[config.mk]
export PLATFORM = sky130hd
export DESIGN_NAME = mbx_irq_flags
export DESIGN_NICKNAME = d
export VERILOG_FILES = /design/src/rtl/mbx_pkg.sv /design/src/rtl/mbx_port_decode.sv /design/src/rtl/mbx_flag.sv /design/src/rtl/mbx_irq_flags.sv
export SDC_FILE = /design/constraint.sdc
export NUM_CORES = 1
export LEC_CHECK = 0
export BUFFER_PORTS_ARGS = -buffer_cell sky130_fd_sc_hd__buf_2
export CAP_MARGIN = 15
export CORE_AREA = 2 2 39 41
export CTS_CLUSTER_SIZE = 30
export DETAILED_ROUTE_END_ITERATION = 12
export DIE_AREA = 0 0 41 43
export GPL_TIMING_DRIVEN = 0
export HOLD_SLACK_MARGIN = 0.05
export PLACE_DENSITY = 0.58
export SETUP_SLACK_MARGIN = 0.2
export SYNTH_ARGS = -nofsm -noshare
export SYNTH_HDL_FRONTEND = slang
export SYNTH_SLANG_ARGS = --single-unit
[constraint.sdc]
create_clock -name clk_i -period 0.8 [get_ports clk_i]
set_input_delay 0 -clock clk_i [delete_from_list [all_inputs] [get_ports clk_i]]
set_output_delay 0 -clock clk_i [all_outputs]
set_load 0.005 [all_outputs]
[src/rtl/mbx_pkg.sv]
package mbx_pkg;
  typedef struct packed {
    logic cs_n;
    logic we_n;
    logic oe_n;
    logic busy_n;
  } port_ctl_t;

  localparam int unsigned NUM_PORTS = 2;
  localparam int unsigned PORT_L = 0;
  localparam int unsigned PORT_R = 1;
endpackage

[src/rtl/mbx_port_decode.sv]
module mbx_port_decode #(
  parameter int unsigned         ADDR_W   = 14,
  parameter logic [ADDR_W-1:0]   PEER_BOX = '1,
  parameter logic [ADDR_W-1:0]   OWN_BOX  = '0
) (
  input  logic                   clk_i,
  input  logic                   rst_ni,
  input  mbx_pkg::port_ctl_t     ctl_i,
  input  logic [ADDR_W-1:0]      addr_i,
  output logic                   set_peer_o,
  output logic                   clr_own_o
);
  logic active;
  assign active     = !ctl_i.cs_n && ctl_i.busy_n;
  assign set_peer_o = active && !ctl_i.we_n && (addr_i == PEER_BOX);
  // read clear: write strobe is don't-care
  assign clr_own_o  = active && !ctl_i.oe_n && (addr_i == OWN_BOX);

  p_busy_blocks_r6: assert property (@(posedge clk_i) disable iff (!rst_ni)
    !ctl_i.busy_n |-> !set_peer_o && !clr_own_o);
  p_set_is_write_r2: assert property (@(posedge clk_i) disable iff (!rst_ni)
    set_peer_o |-> !ctl_i.cs_n && !ctl_i.we_n);
  p_clr_is_read_r3: assert property (@(posedge clk_i) disable iff (!rst_ni)
    clr_own_o |-> !ctl_i.cs_n && !ctl_i.oe_n);
endmodule

[src/rtl/mbx_flag.sv]
module mbx_flag (
  input  logic clk_i,
  input  logic rst_ni,
  input  logic set_i,
  input  logic clr_i,
  output logic irq_no
);
  logic pend_q;

  always_ff @(posedge clk_i or negedge rst_ni) begin
    if (!rst_ni)    pend_q <= 1'b0;
    else if (set_i) pend_q <= 1'b1;
    else if (clr_i) pend_q <= 1'b0;
  end

  assign irq_no = !pend_q;

  p_set_wins_r7: assert property (@(posedge clk_i) disable iff (!rst_ni)
    set_i |=> !irq_no);
  p_clear_r5: assert property (@(posedge clk_i) disable iff (!rst_ni)
    clr_i && !set_i |=> irq_no);
  p_hold_r8: assert property (@(posedge clk_i) disable iff (!rst_ni)
    !set_i && !clr_i |=> $stable(irq_no));
endmodule

[src/rtl/mbx_irq_flags.sv]
module mbx_irq_flags #(
  parameter int unsigned ADDR_W = 14
) (
  input  logic              clk_i,
  input  logic              rst_ni,
  input  logic              l_cs_ni,
  input  logic              l_we_ni,
  input  logic              l_oe_ni,
  input  logic              l_busy_ni,
  input  logic [ADDR_W-1:0] l_addr_i,
  input  logic              r_cs_ni,
  input  logic              r_we_ni,
  input  logic              r_oe_ni,
  input  logic              r_busy_ni,
  input  logic [ADDR_W-1:0] r_addr_i,
  output logic              l_irq_no,
  output logic              r_irq_no
);
  import mbx_pkg::*;

  localparam logic [ADDR_W-1:0] R_BOX = {ADDR_W{1'b1}};
  localparam logic [ADDR_W-1:0] L_BOX = R_BOX - 1'b1;

  port_ctl_t         ctl  [NUM_PORTS];
  logic [ADDR_W-1:0] addr [NUM_PORTS];
  logic              set  [NUM_PORTS];
  logic              clr  [NUM_PORTS];
  logic              irq_n[NUM_PORTS];

  assign ctl[PORT_L]  = '{cs_n: l_cs_ni, we_n: l_we_ni, oe_n: l_oe_ni, busy_n: l_busy_ni};
  assign ctl[PORT_R]  = '{cs_n: r_cs_ni, we_n: r_we_ni, oe_n: r_oe_ni, busy_n: r_busy_ni};
  assign addr[PORT_L] = l_addr_i;
  assign addr[PORT_R] = r_addr_i;

  for (genvar p = 0; p < NUM_PORTS; p++) begin : g_port
    localparam logic [ADDR_W-1:0] OWN  = (p == PORT_L) ? L_BOX : R_BOX;
    localparam logic [ADDR_W-1:0] PEER = (p == PORT_L) ? R_BOX : L_BOX;

    mbx_port_decode #(.ADDR_W(ADDR_W), .PEER_BOX(PEER), .OWN_BOX(OWN)) i_dec (
      .clk_i      (clk_i),
      .rst_ni     (rst_ni),
      .ctl_i      (ctl[p]),
      .addr_i     (addr[p]),
      .set_peer_o (set[p]),
      .clr_own_o  (clr[p])
    );

    // flag for port p is raised by the peer, cleared by p itself
    mbx_flag i_flag (
      .clk_i  (clk_i),
      .rst_ni (rst_ni),
      .set_i  (set[NUM_PORTS-1-p]),
      .clr_i  (clr[p]),
      .irq_no (irq_n[p])
    );
  end

  assign l_irq_no = irq_n[PORT_L];
  assign r_irq_no = irq_n[PORT_R];

  p_left_write_sets_r2: assert property (@(posedge clk_i) disable iff (!rst_ni)
    !l_cs_ni && !l_we_ni && l_busy_ni && l_addr_i == R_BOX |=> !r_irq_no);
  p_right_write_sets_r4: assert property (@(posedge clk_i) disable iff (!rst_ni)
    !r_cs_ni && !r_we_ni && r_busy_ni && r_addr_i == L_BOX |=> !l_irq_no);
  p_reset_idle_r1: assert property (@(posedge clk_i)
    !rst_ni |-> l_irq_no && r_irq_no);
endmodule

==> metrics, run 1 <==
setup TNS 0 ns; Crit path max-delay family flip-flops; most frequent cells in the layout 38 x buf_2, 5 x nand4_1, 3 x clkbuf_4; WP buf/inv 2; Die Y around 43 um; critical path startpoint g_port[1].i_flag.pend_q$_DFFE_PN0P_; fmax 1360 MHz; cell row count 14; Critical Path End Type primary output; Power Dens Cells 962 nW/um2; min Tclk post-route roughly 0.73 ns; clk_lat worst skew approximately 0.22 ns; core box area 1380 um2; RSZ-0062 raised after global routing true; Avg WL per Cell 8.34 um; synth unique cells 14; Main synth FF type dfrtp_1; area of the mapped netlist 175 um2; Num CTS Buffers 3; PortBufs 39; DP HPWL 608 um; clock power share 52.1%; Syn Inst Count 21; sequential share of power 23.5%; Antenna Violating Nets Remaining 0; Hold Path Origin l_we_ni; via count 350; share of layout cells above drive strength 1 72.7%; Iteration-0 DRC Markers 0; most flop-heavy register g_port.i_flag.pend_q; combinational fraction of design power 24.4%; Largest register FFs 2; max incr delay on CP 0.35 ns; Fin. Hold Viols 0; GP Congestion 0.661; WP data required 0.80 ns; setup violators final 0; largest registers g_port.i_flag.pend_q (2); Worst Max-Slew Pin Slew approximately 0.24 ns; clk_skew 0 ns; Yosys top cell area share 28.6%; DRC 0; antenna violations before repair 0; Post-synth ARST share 100%; Synth warnings 0; most common cell after layout, fill and taps aside buf_2; First-pass DRT Iterations 1; IO Pins 40; Clock Sink Count 2; via/cell ratio about 4.3; outcome complete, no violations; max cap viols 0; relative slew slack about 84%; R2R setup slack 0.11 ns; Tcrit/Tclk final 91.8%; switch share 21.3%; first-pass GRT wire length approximately 970 um; HP Class primary input to register; Synth area leaders dfrtp_1 29%, nand4_1 18%, nand3b_1 8.6%; TritonCTS clock tree built; hold path depth 3; IR drop worst, VDD 0.242 mV; Area Growth Syn to Fin 157%; Slew Limit Fails 0; ANT cells 0; critical path type register to primary output; Tot GR Track Use 8.92%; htree depth 1; sequential fraction of the synthesis area 28.6%; Worst R2R Start g_port[0].i_flag.pend_q$_DFFE_PN0P_; WP data arrival 0.73 ns; Leak 0.242 nW; Mapped Avg Cell Area 8.34 um2; Post-Place Setup Slack -0.131 ns; die width 41 um; hold slack 0.0309 ns; Worst-path clk slew 0.03 ns; Internal 341 uW; Synth area leader dfrtp_1; EDFF count, synth 0; Critical Path Stages 2; Net Sw Power between 90 and 100 uW; Syn Nets 59; maximum buffer depth of the clock tree 2; crit-path cells inv_1 > buf_2; Worst setup SP type register; via count of the first global-routing pass 295; pin count of the biggest net entering global routing 3; die area 1760 um2; CTS Root Cell clkbuf_4; Layout Nets 106; CP Max Fanout 2; WL final ~680 um; grt ovf 0; Starting Density 12.7%; final total power approximately 430 uW; FF+latch count, synth 2; Crit-path slowest cell dfrtp_1; min setup slack post-route 0.0656 ns; R2R depth 3; hold buffers post-CTS 1; fillers around 150
area by class of cell:
type	count	area, um2	share of cell area, %
clock buffer	3	22.5	5.00
inverter	2	7.51	1.67
multi-input combinational	17	124	27.5
sequential	2	50.0	11.1
tap	16	20.0	4.44
timing repair buffer	42	226	50.3
cell families after synthesis:
logic type | count (synthesis) | share of synthesized area (%)
simple gates | 15 | 61.4
flops | 2 | 28.6
compound gates | 2 | 5.71
buf+inv | 2 | 4.29
power by group through the flow:
stage	Combinational, mW	Sequential [mW]	Clock [mW]
2_1_floorplan	0.0120	0.103	0
3_3_place_gp	0.0996	0.103	0
3_5_place_dp	0.102	0.103	0
4_1_cts	0.108	0.102	0.239
5_1_grt	0.118	0.102	0.253
6_report	0.106	0.102	0.226
stage by stage:
step           area, um2  cells  utilization, %
3_5_place_dp         390     76            28.2
4_1_cts              444     82            32.1
3_3_place_gp         390     76            28.2
2_1_floorplan        175     21               -
6_report             450     82            32.5
5_1_grt              450     82            32.5
worst min-delay path: cells and delay by family:
family | cells | cell delay [ns]
and+or+nand+nor | 1 | 0.09
AOI/OAI and AO/OA | 1 | 0.05
buffers and inverters | 1 | 0.07
path summary, 6_finish.rpt:
path | end
setup / recovery | r_irq_no
hold / removal | g_port[1].i_flag.pend_q$_DFFE_PN0P_
setup reg to reg | g_port[0].i_flag.pend_q$_DFFE_PN0P_
hold reg to reg | g_port[1].i_flag.pend_q$_DFFE_PN0P_
max in group asynchronous | g_port[0].i_flag.pend_q$_DFFE_PN0P_
min in group asynchronous | g_port[1].i_flag.pend_q$_DFFE_PN0P_
layer usage:
| metal | up-vias | GRT usage, % | part of all wire (%) | routed length (um) |
|---|---|---|---|---|
| met2 | 27 | 13.8 | 53 | 362 |
| li1 | 174 | - | - | - |
| met4 | 0 | 10.0 | 2.8 | 19 |
| met5 | - | 0 | 0 | 0 |
| met3 | 2 | 3.66 | 12 | 80 |
| met1 | 147 | 7.35 | 32 | 221 |
cells in the mapped netlist, types with 2 or more instances:
master    instances
dfrtp_1           2
nand3b_1          2
nand4_1           5
inv_1             2
repair_timing:
item                                   CTS  global route
pin swaps                                0             0
setup endpoints to repair                4             4
endpoints found under the hold margin    4             2
resized for setup                        2             1
buffers inserted                         2             0
Power figures use the tool's default switching activity.
==> run 2: changes to the inputs <==
- clock period: 0.8 -> 0.92 ns (I/O delays scaled with it)
==> run 2 against run 1 <==
  * Largest power group unchanged
  * Power down 13%
  * Sequential cell count unchanged
  * Cell count up 1.2%
  * Die area unchanged
  * Clock power down 14%
  * Sequential power down 13%
  * Critical path type unchanged
  * Worst setup slack better by 0.11 ns
==> metrics, run 2 (synthesis results as in run 1) <==
RSZ-0062 raised after global routing true; setup TNS 0 ns; Avg WL per Cell 8.66 um; Tcrit/Tclk final 81.2%; GP Congestion ~0.62; Crit path max-delay family flip-flops; Non-Filler Instances 83; via count of the first global-routing pass 319; Clock Sink Count 2; critical path startpoint g_port[0].i_flag.pend_q$_DFFE_PN0P_; PortBufs 39; Num CTS Buffers 3; Worst R2R Start g_port[0].i_flag.pend_q$_DFFE_PN0P_; Die Y 43 um; max incr delay on CP approximately 0.34 ns; die width 41 um; cell row count 14; DRC 0; Leak 0.255 nW; CP Max Fanout 2; grt ovf 0; Hold Path Origin r_we_ni; via/cell ratio 4.23; Fin. Hold Viols 0; most flop-heavy register g_port.i_flag.pend_q; R2R setup slack 0.22 ns; WP data required slightly above 0.9 ns; Worst setup SP type register; clk_skew 0 ns; First-pass DRT Iterations 1; Antenna Violating Nets Remaining 0; critical path type register to primary output; Largest register FFs 2; Crit-path slowest cell dfrtp_1; most common cell after layout, fill and taps aside buf_2; antenna violations before repair 0; CTS Root Cell clkbuf_4; Worst-path clk slew 0.03 ns; fmax roughly 1300 MHz; Slew Limit Fails 0; fillers approximately 150; WP data arrival around 0.75 ns; TritonCTS clock tree built; relative slew slack between 80% and 90%; IO Pins 40; share of layout cells above drive strength 1 71.6%; maximum buffer depth of the clock tree 2; Critical Path End Type primary output; HP Class primary input to register; core box area approximately 1400 um2; Power Dens Cells 819 nW/um2; clk_lat worst skew roughly 0.22 ns; die area 1760 um2; dpl cells 76; Area Growth Syn to Fin 164%; Layout Nets 107; via count 351; most frequent cells in the layout 38 x buf_2, 5 x nand4_1, 3 x clkbuf_4; IR drop worst, VDD 0.168 mV; Iteration-0 DRC Markers 0; htree depth 1; pin count of the biggest net entering global routing 3; WL final 719 um; max cap viols 0; setup violators final 0; first-pass GRT wire length 1.00 mm; largest registers g_port.i_flag.pend_q (2); Starting Density 12.7%; crit-path cells inv_1 > buf_2; ANT cells 0; Tot GR Track Use between 8 and 9%; outcome complete, no violations; WP buf/inv 2; min Tclk post-route 0.747 ns; Worst Max-Slew Pin Slew 0.240 ns
## run 2: stage by stage
step                power, mW  hold WS (ns)  cell area (um2)  util [%]  setup slack, ns
floorplan               0.100        -0.296              175         -            0.165
global placement        0.176        -0.215              390      28.2          -0.0176
detailed placement      0.178        -0.212              390      28.2          -0.0423
CTS                     0.392        0.0516              454      32.8            0.180
global route            0.412        0.0647              463      33.5            0.126
finish                  0.379        0.0480              463      33.5            0.173
## run 2: worst reg2reg max path: stages (launching register included)
cell     delay, ns
dfrtp_1       0.34
inv_1         0.07
buf_4         0.10
o21ai_0       0.07
## run 2: path summary, 6_finish.rpt
path,end,cells after the start
setup / recovery,l_irq_no,2
hold / removal,g_port[0].i_flag.pend_q$_DFFE_PN0P_,4
setup reg to reg,g_port[0].i_flag.pend_q$_DFFE_PN0P_,3
hold reg to reg,g_port[1].i_flag.pend_q$_DFFE_PN0P_,3
max in group asynchronous,g_port[1].i_flag.pend_q$_DFFE_PN0P_,2
min in group asynchronous,g_port[0].i_flag.pend_q$_DFFE_PN0P_,2
## run 2: final cells by class
type	count	area, um2	area share (%)
clock buffers	3	22.5	4.86
inverters	2	7.51	1.62
multi-input cells	17	124	26.8
flip-flops and latches	2	50.0	10.8
well taps	16	20.0	4.32
repair buffers	43	239	51.6
## run 2: repair_timing
item,in CTS,in global routing
hold endpoints to repair,3,0
hold buffers,2,0
endpoints found under the setup margin,3,4
setup buffers,2,0
resized for setup,1,3
## run 2: metal layers
layer / vias up / track usage (%) / routed length [um]
met5: - / 0 / 0
met4: 0 / 8.00 / 16
met3: 2 / 0 / 95
met2: 28 / 14.1 / 393
met1: 145 / 8.57 / 213
li1: 176 / - / -
## run 2: power by group
group	switching (mW)	internal, mW	total, mW
clock	0.0507	0.144	0.195
sequential	0.0000169	0.0887	0.0887
combinational	0.0283	0.0673	0.0955
total	0.0790	0.300	0.379
